===== src/rtl/fbus_pkg.sv =====
package fbus_pkg;
    typedef enum logic [2:0] {
        CYC_IDLE    = 3'd0,
        CYC_OPEN_RD = 3'd1,
        CYC_CLAIMED = 3'd2,
        CYC_WRITE   = 3'd3,
        CYC_ACK     = 3'd4
    } cyc_e;
endpackage


===== src/rtl/fbus_attr_latch.sv =====
module fbus_attr_latch #(
    parameter int W = 8
) (
    input  logic         clk,
    input  logic         rst_n,
    input  logic [W-1:0] attr_byte,
    input  logic         attr_stb,
    output logic [W-1:0] attr_q
);
    always_ff @(posedge clk or negedge rst_n) begin
        if (!rst_n)        attr_q <= '1;
        else if (attr_stb) attr_q <= attr_byte;
    end

    p_load_r2: assert property (@(posedge clk) disable iff (!rst_n)
        attr_stb |=> attr_q == $past(attr_byte));
    p_hold_r2: assert property (@(posedge clk) disable iff (!rst_n)
        !attr_stb |=> $stable(attr_q));
endmodule


===== src/rtl/fbus_cycle_fsm.sv =====
module fbus_cycle_fsm
    import fbus_pkg::*;
#(
    parameter int N_PORTS = 4
) (
    input  logic               clk,
    input  logic               rst_n,
    input  logic               iorq_n,
    input  logic               rd_n,
    input  logic               m1_n,
    input  logic [N_PORTS-1:0] port_hit,
    output cyc_e               state,
    output logic               open_rd
);
    cyc_e state_nx;
    logic any_hit;

    assign any_hit = |port_hit;

    always_ff @(posedge clk or negedge rst_n) begin
        if (!rst_n) state <= CYC_IDLE;
        else        state <= state_nx;
    end

    always_comb begin
        state_nx = state;
        if (iorq_n) begin
            state_nx = CYC_IDLE;
        end else begin
            unique case (state)
                CYC_IDLE, CYC_OPEN_RD: begin
                    if (!m1_n)       state_nx = CYC_ACK;
                    else if (any_hit) state_nx = CYC_CLAIMED;
                    else if (!rd_n)  state_nx = CYC_OPEN_RD;
                    else             state_nx = CYC_WRITE;
                end
                CYC_CLAIMED: state_nx = CYC_CLAIMED;
                CYC_WRITE:   state_nx = CYC_WRITE;
                CYC_ACK:     state_nx = CYC_ACK;
                default:     state_nx = CYC_IDLE;
            endcase
        end
    end

    always_comb begin
        open_rd = (state == CYC_OPEN_RD);
    end

    p_release_idle_r9: assert property (@(posedge clk) disable iff (!rst_n)
        iorq_n |=> state == CYC_IDLE);
    p_ack_blocks_r5: assert property (@(posedge clk) disable iff (!rst_n)
        (!iorq_n && !m1_n) |=> state != CYC_OPEN_RD);
    p_ack_sticky_r5: assert property (@(posedge clk) disable iff (!rst_n)
        (state == CYC_ACK && !iorq_n) |=> state == CYC_ACK);
    p_claim_blocks_r6: assert property (@(posedge clk) disable iff (!rst_n)
        (!iorq_n && any_hit) |=> !open_rd);
    p_write_blocks_r7: assert property (@(posedge clk) disable iff (!rst_n)
        (!iorq_n && rd_n) |=> state != CYC_OPEN_RD);
endmodule


===== src/rtl/fbus_drive_mux.sv =====
module fbus_drive_mux #(
    parameter int W = 8
) (
    input  logic         clk,
    input  logic         rst_n,
    input  logic         open_rd,
    input  logic         attr_window,
    input  logic [W-1:0] attr_q,
    output logic         bus_drive,
    output logic [W-1:0] bus_data,
    output logic [W-1:0] bus_view
);
    assign bus_drive = open_rd & attr_window;

    for (genvar i = 0; i < W; i++) begin : g_bit
        assign bus_data[i] = bus_drive ? attr_q[i] : 1'b1;
        assign bus_view[i] = bus_drive ? bus_data[i] : 1'b1;
    end

    p_window_r4: assert property (@(posedge clk) disable iff (!rst_n)
        bus_drive |-> attr_window);
    p_idle_bus_r8: assert property (@(posedge clk) disable iff (!rst_n)
        !bus_drive |-> (bus_view == '1 && bus_data == '1));
    p_drive_val_r3: assert property (@(posedge clk) disable iff (!rst_n)
        bus_drive |-> bus_view == attr_q);
endmodule


===== src/rtl/fbus_attr_port.sv =====
module fbus_attr_port
    import fbus_pkg::*;
#(
    parameter int W       = 8,
    parameter int N_PORTS = 4
) (
    input  logic               clk,
    input  logic               rst_n,
    input  logic [W-1:0]       attr_byte,
    input  logic               attr_stb,
    input  logic               attr_window,
    input  logic               iorq_n,
    input  logic               rd_n,
    input  logic               m1_n,
    input  logic [N_PORTS-1:0] port_hit,
    output logic               bus_drive,
    output logic [W-1:0]       bus_data,
    output logic [W-1:0]       bus_view
);
    logic [W-1:0] attr_q;
    cyc_e         state;
    logic         open_rd;

    fbus_attr_latch #(.W(W)) u_latch (
        .clk(clk), .rst_n(rst_n), .attr_byte(attr_byte),
        .attr_stb(attr_stb), .attr_q(attr_q)
    );

    fbus_cycle_fsm #(.N_PORTS(N_PORTS)) u_fsm (
        .clk(clk), .rst_n(rst_n), .iorq_n(iorq_n), .rd_n(rd_n),
        .m1_n(m1_n), .port_hit(port_hit), .state(state), .open_rd(open_rd)
    );

    fbus_drive_mux #(.W(W)) u_mux (
        .clk(clk), .rst_n(rst_n), .open_rd(open_rd),
        .attr_window(attr_window), .attr_q(attr_q),
        .bus_drive(bus_drive), .bus_data(bus_data), .bus_view(bus_view)
    );

    p_reset_quiet_r1: assert property (@(posedge clk) $rose(rst_n) |-> !bus_drive);
endmodule


===== config.mk =====
export PLATFORM = sky130hd
export DESIGN_NAME = fbus_attr_port
export DESIGN_NICKNAME = d
export VERILOG_FILES = /design/src/rtl/fbus_pkg.sv /design/src/rtl/fbus_attr_latch.sv /design/src/rtl/fbus_cycle_fsm.sv /design/src/rtl/fbus_drive_mux.sv /design/src/rtl/fbus_attr_port.sv
export SDC_FILE = /design/constraint.sdc
export NUM_CORES = 1
export LEC_CHECK = 0
export BUFFER_PORTS_ARGS = -buffer_cell sky130_fd_sc_hd__buf_2
export CAP_MARGIN = 15
export CORE_MARGIN = 3
export CORE_UTILIZATION = 43
export DETAILED_ROUTE_END_ITERATION = 8
export PLACE_DENSITY = 0.8
export SETUP_SLACK_MARGIN = 0.5
export SLEW_MARGIN = 20
export SYNTH_ARGS = -nofsm -noshare
export SYNTH_HDL_FRONTEND = slang
export SYNTH_SLANG_ARGS = --single-unit
export TNS_END_PERCENT = 5

===== constraint.sdc =====
create_clock -name clk -period 2.65 [get_ports clk]
set_input_delay 0.1325 -clock clk [delete_from_list [all_inputs] [get_ports clk]]
set_output_delay 0.1325 -clock clk [all_outputs]
set_load 0.1 [all_outputs]

# Word-level counts from Yosys, hierarchy flattened
# Index checks and enable logic that the tools add are counted.
[word_totals]
word_cells = 31
ff_bits = 11
output_inout_bits = 17
inputBits = 19
[classes]
reduce_logical = 3
n_mux = 21
eq_ne = 4
bitwise_logic = 1
[op_table]
columns = ["op", "n"]
rows = [
  ["1-bit two-way mux", 16],
  ["3-bit one-hot mux with 4 select lines", 1],
  ["3-bit two-way mux", 3],
  ["3-bit by 2-bit equality test with 1-bit output, second input constant", 2],
  ["4-bit OR reduction", 1],
  ["3-bit by 1-bit equality test with 1-bit output, second input constant", 1],
  ["3-bit equality test, second input constant", 1],
  ["3-bit zero test", 1],
  ["2-bit two-way mux", 1],
  ["2-bit OR reduction", 1],
  ["1-bit AND", 1],
]

# Depth between registers and ports, before layout
# Gate-level depths: netlist (run 1).
[depth]
ltp_word = 5
depth_mapped = 4

# Hierarchy
# A second synthesis (run 1) with hierarchy kept.
[unflattened]
cells_unflattened = 51
area_unflattened_um2 = 648.1
[modules_own_cells]
columns = ["mod", "seq_area_each_um2", "cells_per_inst", "n_inst", "area_per_inst_um2"]
rows = [
  ["fbus_attr_latch", 210.2, 17, 1, 341.6],
  ["fbus_cycle_fsm", 75.1, 15, 1, 158.9],
  ["fbus_drive_mux", 0.0, 19, 1, 147.6],
]

# Worst setup path after synthesis (run 1)
# No wires, ideal clock.
[synth_path]
kind = "reg2out"
startpoint = "register u_fsm.state[1]"
endpoint = "output bus_view[0]"
path_slack_ps = 158
arrival_ps = 2360
path_stages_with_launch = 5
path_buffers = 2
cell_sequence = "dfrtp_1 > and4bb_2 > buf_2 > nand2b_1 > buf_4"
[synth_via]
elab_chain_cells = 4
[synth_rtl]
columns = ["item", "line_no", "source"]
rows = [
  ["start: declaration", "fbus_cycle_fsm.sv:12", "output cyc_e state,"],
  ["start signal: assignment", "fbus_cycle_fsm.sv:22", "else state <= state_nx;"],
  ["3-bit by 1-bit equality test with 1-bit output", "fbus_cycle_fsm.sv:46", "open_rd = (state == CYC_OPEN_RD);"],
  ["1-bit AND", "fbus_drive_mux.sv:13", "assign bus_drive = open_rd & attr_window;"],
  ["net bus_drive", "fbus_attr_port.sv:16", "output logic bus_drive,"],
  ["1-bit two-way mux", "fbus_drive_mux.sv:16", "assign bus_data[i] = bus_drive ? attr_q[i] : 1'b1;"],
  ["net bus_data[0]", "fbus_attr_port.sv:17", "output logic [W-1:0] bus_data,"],
  ["1-bit two-way mux", "fbus_drive_mux.sv:17", "assign bus_view[i] = bus_drive ? bus_data[i] : 1'b1;"],
  ["end: declaration", "fbus_attr_port.sv:18", "output logic [W-1:0] bus_view"],
]
# The timed path passes the listed nets, and every way through them passes these cells.

# Worst setup path in the final report (run 1)
[layout_path]
startpoint = "register u_fsm.state[1]"
endpoint = "output bus_drive"
[layout_via]
elab_chain_cells = 2
[layout_rtl]
columns = ["item", "line_no"]
rows = [
  ["3-bit by 1-bit equality test with 1-bit output", "fbus_cycle_fsm.sv:46"],
  ["1-bit AND", "fbus_drive_mux.sv:13"],
  ["end: declaration", "fbus_attr_port.sv:16"],
]
# No other way between the ends.

==> results of run 1 <==
[cell families (layout without fill, tap and decap cells)]
group / after synthesis / count (layout) / synth area share
buf+inv: 10 / 40 / 0.120
simple gates: 17 / 17 / 0.188
mux: 8 / 8 / 0.154
flops: 11 / 11 / 0.488
compound gates: 3 / 3 / 0.0493
[power breakdown]
group / internal, uW / total, uW / switching [uW]
Sequential: 192 / 199 / 7.58
Clock: 58.0 / 107 / 48.7
Combinational: 31.3 / 51.7 / 20.4
Total: 281 / 358 / 76.7
[registers in the layout (all words and copies together), names as in the netlist]
register        count
u_fsm.state         3
u_latch.attr_q      8
[worst paths after layout]
| kind | end | slack, ps | cells after the start |
|---|---|---|---|
| max | bus_drive | 840 | 2 |
| min | u_fsm.state[2]$_DFF_PN0_ | 70 | 2 |
| max reg2reg | u_fsm.state[0]$_DFF_PN0_ | 1470 | 2 |
| min reg2reg | u_fsm.state[2]$_DFF_PN0_ | 520 | 1 |
| max in group asynchronous | u_latch.attr_q[5]$_DFFE_PN1P_ | 2130 | 2 |
| min in group asynchronous | u_fsm.state[0]$_DFF_PN0_ | 260 | 2 |
[cell type report]
type	instances	area (sq um)	area share
flip-flops and latches	11	285	0.374
multi-input cells	28	249	0.326
repair buffers	36	185	0.243
clock buffers	4	26.3	0.0344
well taps	14	17.5	0.0230
[routing by layer]
| layer | vias to the layer above | share of wire | wire length (microns) | global-route usage |
|---|---|---|---|---|
| met5 | - | 0 | 0 | 0 |
| met4 | 0 | 0.0094 | 10 | 0.0559 |
| met3 | 2 | 0.088 | 94 | 0.0678 |
| met2 | 17 | 0.51 | 540 | 0.225 |
| met1 | 201 | 0.39 | 418 | 0.157 |
| li1 | 222 | - | - | - |
[cell usage after synthesis]
| master | number | area (sq um) |
|---|---|---|
| or4_1 | 1 | 7.51 |
| dfrtp_1 | 3 | 75.1 |
| or4b_1 | 1 | 10.0 |
| a211oi_1 | 1 | 7.51 |
| mux2_2 | 8 | 90.1 |
| nor4_1 | 1 | 6.26 |
| nor2b_1 | 1 | 6.26 |
| dfstp_2 | 8 | 210 |
| nand2_1 | 1 | 3.75 |
| buf_4 | 8 | 60.1 |
| a2111oi_0 | 1 | 8.76 |
| nor2_1 | 2 | 7.51 |
| and4bb_2 | 1 | 12.5 |
| or2_2 | 1 | 6.26 |
| nand2b_1 | 8 | 50.1 |
| o22ai_2 | 1 | 12.5 |
| buf_2 | 2 | 10.0 |
[through the flow]
step | worst slack (ps) | utilization | power [uW]
after floorplan | 418 | - | 232
after global placement | 1140 | 0.613 | 251
after detailed placement | 1100 | 0.613 | 254
after CTS | 810 | 0.643 | 367
after global routing | 731 | 0.643 | 388
final | 838 | 0.643 | 358
[repair_timing]
action,in CTS,in global routing
hold buffers,1,0
hold endpoints to repair,11,0
resized for setup,0,0
==> reports/metrics.cfg, run 1 <==
[power]
p_per_area_mw_per_mm2 = 469
peakVddDrop_mv = 0.350
leakagePower_uw = 0.000321

[grt]
grt_max_degree = 12
grt_pass1_vias = 447
grt_pass1_wl_microns = 1900
grt_usage = 0.140
antenna_found_initial = 0
overflow = 0

[place]
gp_routability_congestion = 0.827
dp_cells = 88
io_buffers = 35
place_area_sq_um = 727

[floorplan]
initial_core_util = 0.493
pin_count = 36
die_w_microns = 42.9
die_area_sq_mm = 0.00184
fp.dieH_microns = 42.9
core_area_sq_mm = 0.00119
num_rows = 12

[final_layout]
fin_area_sq_um = 763
num_antenna_cells = 0
stdcell_count = 93
final_cell_mix = buf_2 (35), nand2b_2 (8), mux2_2 (8), dfstp_2 (8)
nNetsFinal = 99
fillers = 108
area_growth_pct = 30.6
final_common_cell = buf_2
drive_gt1_frac = 0.823

[flow_run]
maxCapViolCount = 0

[cts]
clk_pin_slew_ps = 70
cts_tree = done
cts_buffer_depth = 2
cts-htree-levels = 1
post_cts.repair.setup_buffers = 0
insertion_delay_ps = 260
root_buffer = clkbuf_4
cts_inserted_buffers = 3
cts_num_sinks = 11

[sta]
fin_worst_skew_ps = 5.96
fin_crit_ps = 1810
finalSetupViolCount = 0
fin_hold_ws_ps = 70.5
tightestPinTransition_ps = 488
rsz0062_at_grt = no
fmax_mhz = 552
hold_viol = 0
fin_crit_sh = 0.684
drv_slew = 0
slew_headroom = 0.677
fin_setup_tns_ps = 0

[routing]
routed_via_density = 4.75
drt-total-wl_microns = 1060
via_count = 442
initialDrtViolationCount = 2
firstDrtPassIters = 2
drc = 0
ant_nets = 0
routedWlPerCell_microns = 11.4

[critical_path]
crit_path_end_kind = primary output
timing.rr.start = u_fsm.state[1]$_DFF_PN0_
crit_required_ps = 2520
critPathMaxFanout = 9
path_buf_inv = 1
worstPathArrival_ps = 1680
cp_top_family = simple AND/OR/NAND/NOR gates
path_cells = and4bb_2 -> buf_2
startpoint_type = flop
critPathKind = reg -> out
critPathLaunch = u_fsm.state[1]$_DFF_PN0_
max_stage_delay_ps = 500
critical_path.slowest_cell = and4bb_2

[synthesis]
seq_area_frac_synth = 0.488
netlist_area_sq_um = 584
synth_nets = 68
syn_avg_cell_area_sq_um = 11.9
synth_cells = 49
yosysWarningCount = 0
ys_ff_latch = 11
synth_cell_types = 17

[hold_path]
hp-class = in -> reg
min_from = iorq_n

[status]
outcome = finished, final reports clean

Power figures use the tool's default switching activity.
==> inputs of run 2 (changes only) <==
--- a/config.mk
+++ b/config.mk
@@ -5,12 +5,13 @@
 export SDC_FILE = /design/constraint.sdc
 export NUM_CORES = 1
 export LEC_CHECK = 0
+export ABC_AREA = 1
 export BUFFER_PORTS_ARGS = -buffer_cell sky130_fd_sc_hd__buf_2
 export CAP_MARGIN = 15
 export CORE_MARGIN = 3
-export CORE_UTILIZATION = 43
+export CORE_UTILIZATION = 36
 export DETAILED_ROUTE_END_ITERATION = 8
-export PLACE_DENSITY = 0.8
+export PLACE_DENSITY = 0.72
 export SETUP_SLACK_MARGIN = 0.5
 export SLEW_MARGIN = 20
 export SYNTH_ARGS = -nofsm -noshare
==> constraint.sdc (replaced) <==
create_clock -name clk -period 1.5 [get_ports clk]
set_input_delay 0.075 -clock clk [delete_from_list [all_inputs] [get_ports clk]]
set_output_delay 0.075 -clock clk [all_outputs]
set_load 0.1 [all_outputs]
==> reports/metrics.cfg, run 2 <==
[grt]
grt_pass1_vias = 583
grt_pass1_wl_microns = 2480
overflow = 0
grt_usage = 0.172
grt_max_degree = 17
antenna_found_initial = 0

[synthesis]
synth.most_common_cell = nand2_1
synth_cell_types = 12
synth_cells = 70
ys.flop_type = dfstp_2
synth_edf_count = 0
yosysTopAreaCellShare = 0.368
yosys-top-cells-area = dfstp_2 (37%), dfrtp_1 (13%), nand2_1 (11%)
yosysWarningCount = 0
synth_nets = 89
synth_top_area_cell = dfstp_2
seq_area_frac_synth = 0.499
ys_top_cells_by_count = nand2_1 (17), inv_1 (12), o21ai_0 (10)
ys_ff_latch = 11
netlist_area_sq_um = 572
syn_avg_cell_area_sq_um = 8.17
asyncSetResetFlopFracSynth = 1.00

[cts]
cts_inserted_buffers = 3
root_buffer = clkbuf_4
post_cts.repair.setup_buffers = 0
insertion_delay_ps = 270
cts_num_sinks = 11
cts_tree = done
clk_pin_slew_ps = 70
cts-htree-levels = 1
cts_buffer_depth = 2

[place]
io_buffers = 35
post-place-ws_ps = 281
gp_routability_congestion = 0.833
hpwl_microns = 1240

[sta]
tightestPinTransition_ps = 238
finalSetupViolCount = 0
rsz0062_at_grt = yes
fmax_mhz = 683
slew_headroom = 0.842
fin_worst_skew_ps = 0.0955
hold_viol = 0
drv_slew = 0
fin_crit_ps = 1460
worst_slack_ps = 35.6
fin_crit_sh = 0.976

[critical_path]
startpoint_type = flop
critPathKind = reg -> out
worstPathArrival_ps = 1390
crit_required_ps = 1420
ff2ff_setup_slack_ps = 600
crit_path_end_kind = primary output
critPathMaxFanout = 9

[final_layout]
fillers = 92
area_growth_pct = 79.2
drive_gt1_frac = 0.569
nNetsFinal = 122
final_cell_mix = buf_2 (18), buf_12 (17), inv_1 (12)
reg.largest.list = u_latch.attr_q x8, u_fsm.state x3
multi_input_area_sq_um = 196
num_antenna_cells = 0
largest_reg_flops = 8
regArea_sq_um = 287
final_common_cell = buf_2
top_register = u_latch.attr_q

[floorplan]
initial_core_util = 0.409
num_rows = 13
die_w_microns = 45.9
fp.dieH_microns = 45.9
core_area_sq_mm = 0.00140
pin_count = 36
die_area_sq_mm = 0.00210

[routing]
routed_via_density = 4.85
drc = 0
routedWlPerCell_microns = 12.9
via_count = 568
initialDrtViolationCount = 5
firstDrtPassIters = 3
ant_nets = 0
drt-total-wl_microns = 1510

[power]
swShare = 0.313
pwr-share-seq = 0.476
power_uw = 733
leakagePower_uw = 0.000509
p_int_uw = 504
p_clk_frac = 0.276
switching_power_uw = 229
power_frac_comb = 0.248
p_per_area_mw_per_mm2 = 715
peakVddDrop_mv = 0.410

[hold_path]
hp-class = in -> reg

[flow_run]
maxCapViolCount = 0

[status]
outcome = finished, final reports clean

[run 2: cell types whose count changed after synthesis, moves of 2 or more]
cell	delta
nand2b_1	-8
nor2_1	+2
mux2_2	-8
nand2_1	+16
nand3_1	+2
a21oi_1	+3
inv_1	+12
o21ai_0	+10
[run 2: area by class of cell]
| cell class | count | share of cell area |
|---|---|---|
| Multi-Input combinational cell | 38 | 0.192 |
| Clock buffer | 4 | 0.0256 |
| Sequential cell | 11 | 0.280 |
| Tap cell | 15 | 0.0183 |
| Timing Repair Buffer | 37 | 0.441 |
| Inverter | 12 | 0.0440 |
[run 2: logic make-up after synthesis]
family          after synthesis  share of synthesized area
flops                        11                      0.499
simple gates                 25                      0.195
compound gates               13                      0.114
buf+inv                      21                      0.193
[run 2: path summary, 6_finish.rpt]
path / from / to / cells after the start
min: attr_byte[3] / u_latch.attr_q[3]$_DFFE_PN1P_ / 3
min reg2reg: u_fsm.state[0]$_DFF_PN0_ / u_fsm.state[2]$_DFF_PN0_ / 1
max reg2reg: u_fsm.state[2]$_DFF_PN0_ / u_fsm.state[0]$_DFF_PN0_ / 3
max in group asynchronous: rst_n / u_latch.attr_q[0]$_DFFE_PN1P_ / 2
min in group asynchronous: rst_n / u_fsm.state[0]$_DFF_PN0_ / 2
max: u_fsm.state[1]$_DFF_PN0_ / bus_view[5] / 4
[run 2: metrics by stage]
step	cell area, sq um	util	hold slack [ps]	std cells	setup TNS (ps)
after global routing	1020	0.733	38.1	117	-669
after floorplan	592	-	-221	70	-15060
after global placement	983	0.703	-52.5	112	0
after CTS	1020	0.732	18.9	117	0
final	1020	0.733	23.0	117	0
after detailed placement	983	0.703	-50.8	112	0
[run 2: power by group through the flow]
stage / Sequential [uW] / Combinational [uW] / Clock [uW]
CTS: 348 / 183 / 211
global placement: 351 / 173 / 0
detailed placement: 353 / 179 / 0
global route: 353 / 196 / 222
floorplan: 350 / 107 / 0
finish: 349 / 182 / 202
[run 2: timing repair]
item / 4_1_cts / 5_1_grt
resized for setup: 1 / 1
hold buffers: 1 / 0
endpoints found under the setup margin: 17 / 17
endpoints found under the hold margin: 11 / 0
[run 2: routing by layer]
metal	GRT usage	share of wire
met4	0.119	0.027
met3	0.0435	0.060
met1	0.174	0.32
met5	0	0
met2	0.302	0.59
[run 2: critical path, stage by stage, from the launching register on]
cell and delay, ps:
dfrtp_2 430, nor3_4 200, buf_6 190, nand2_2 120, buf_12 180
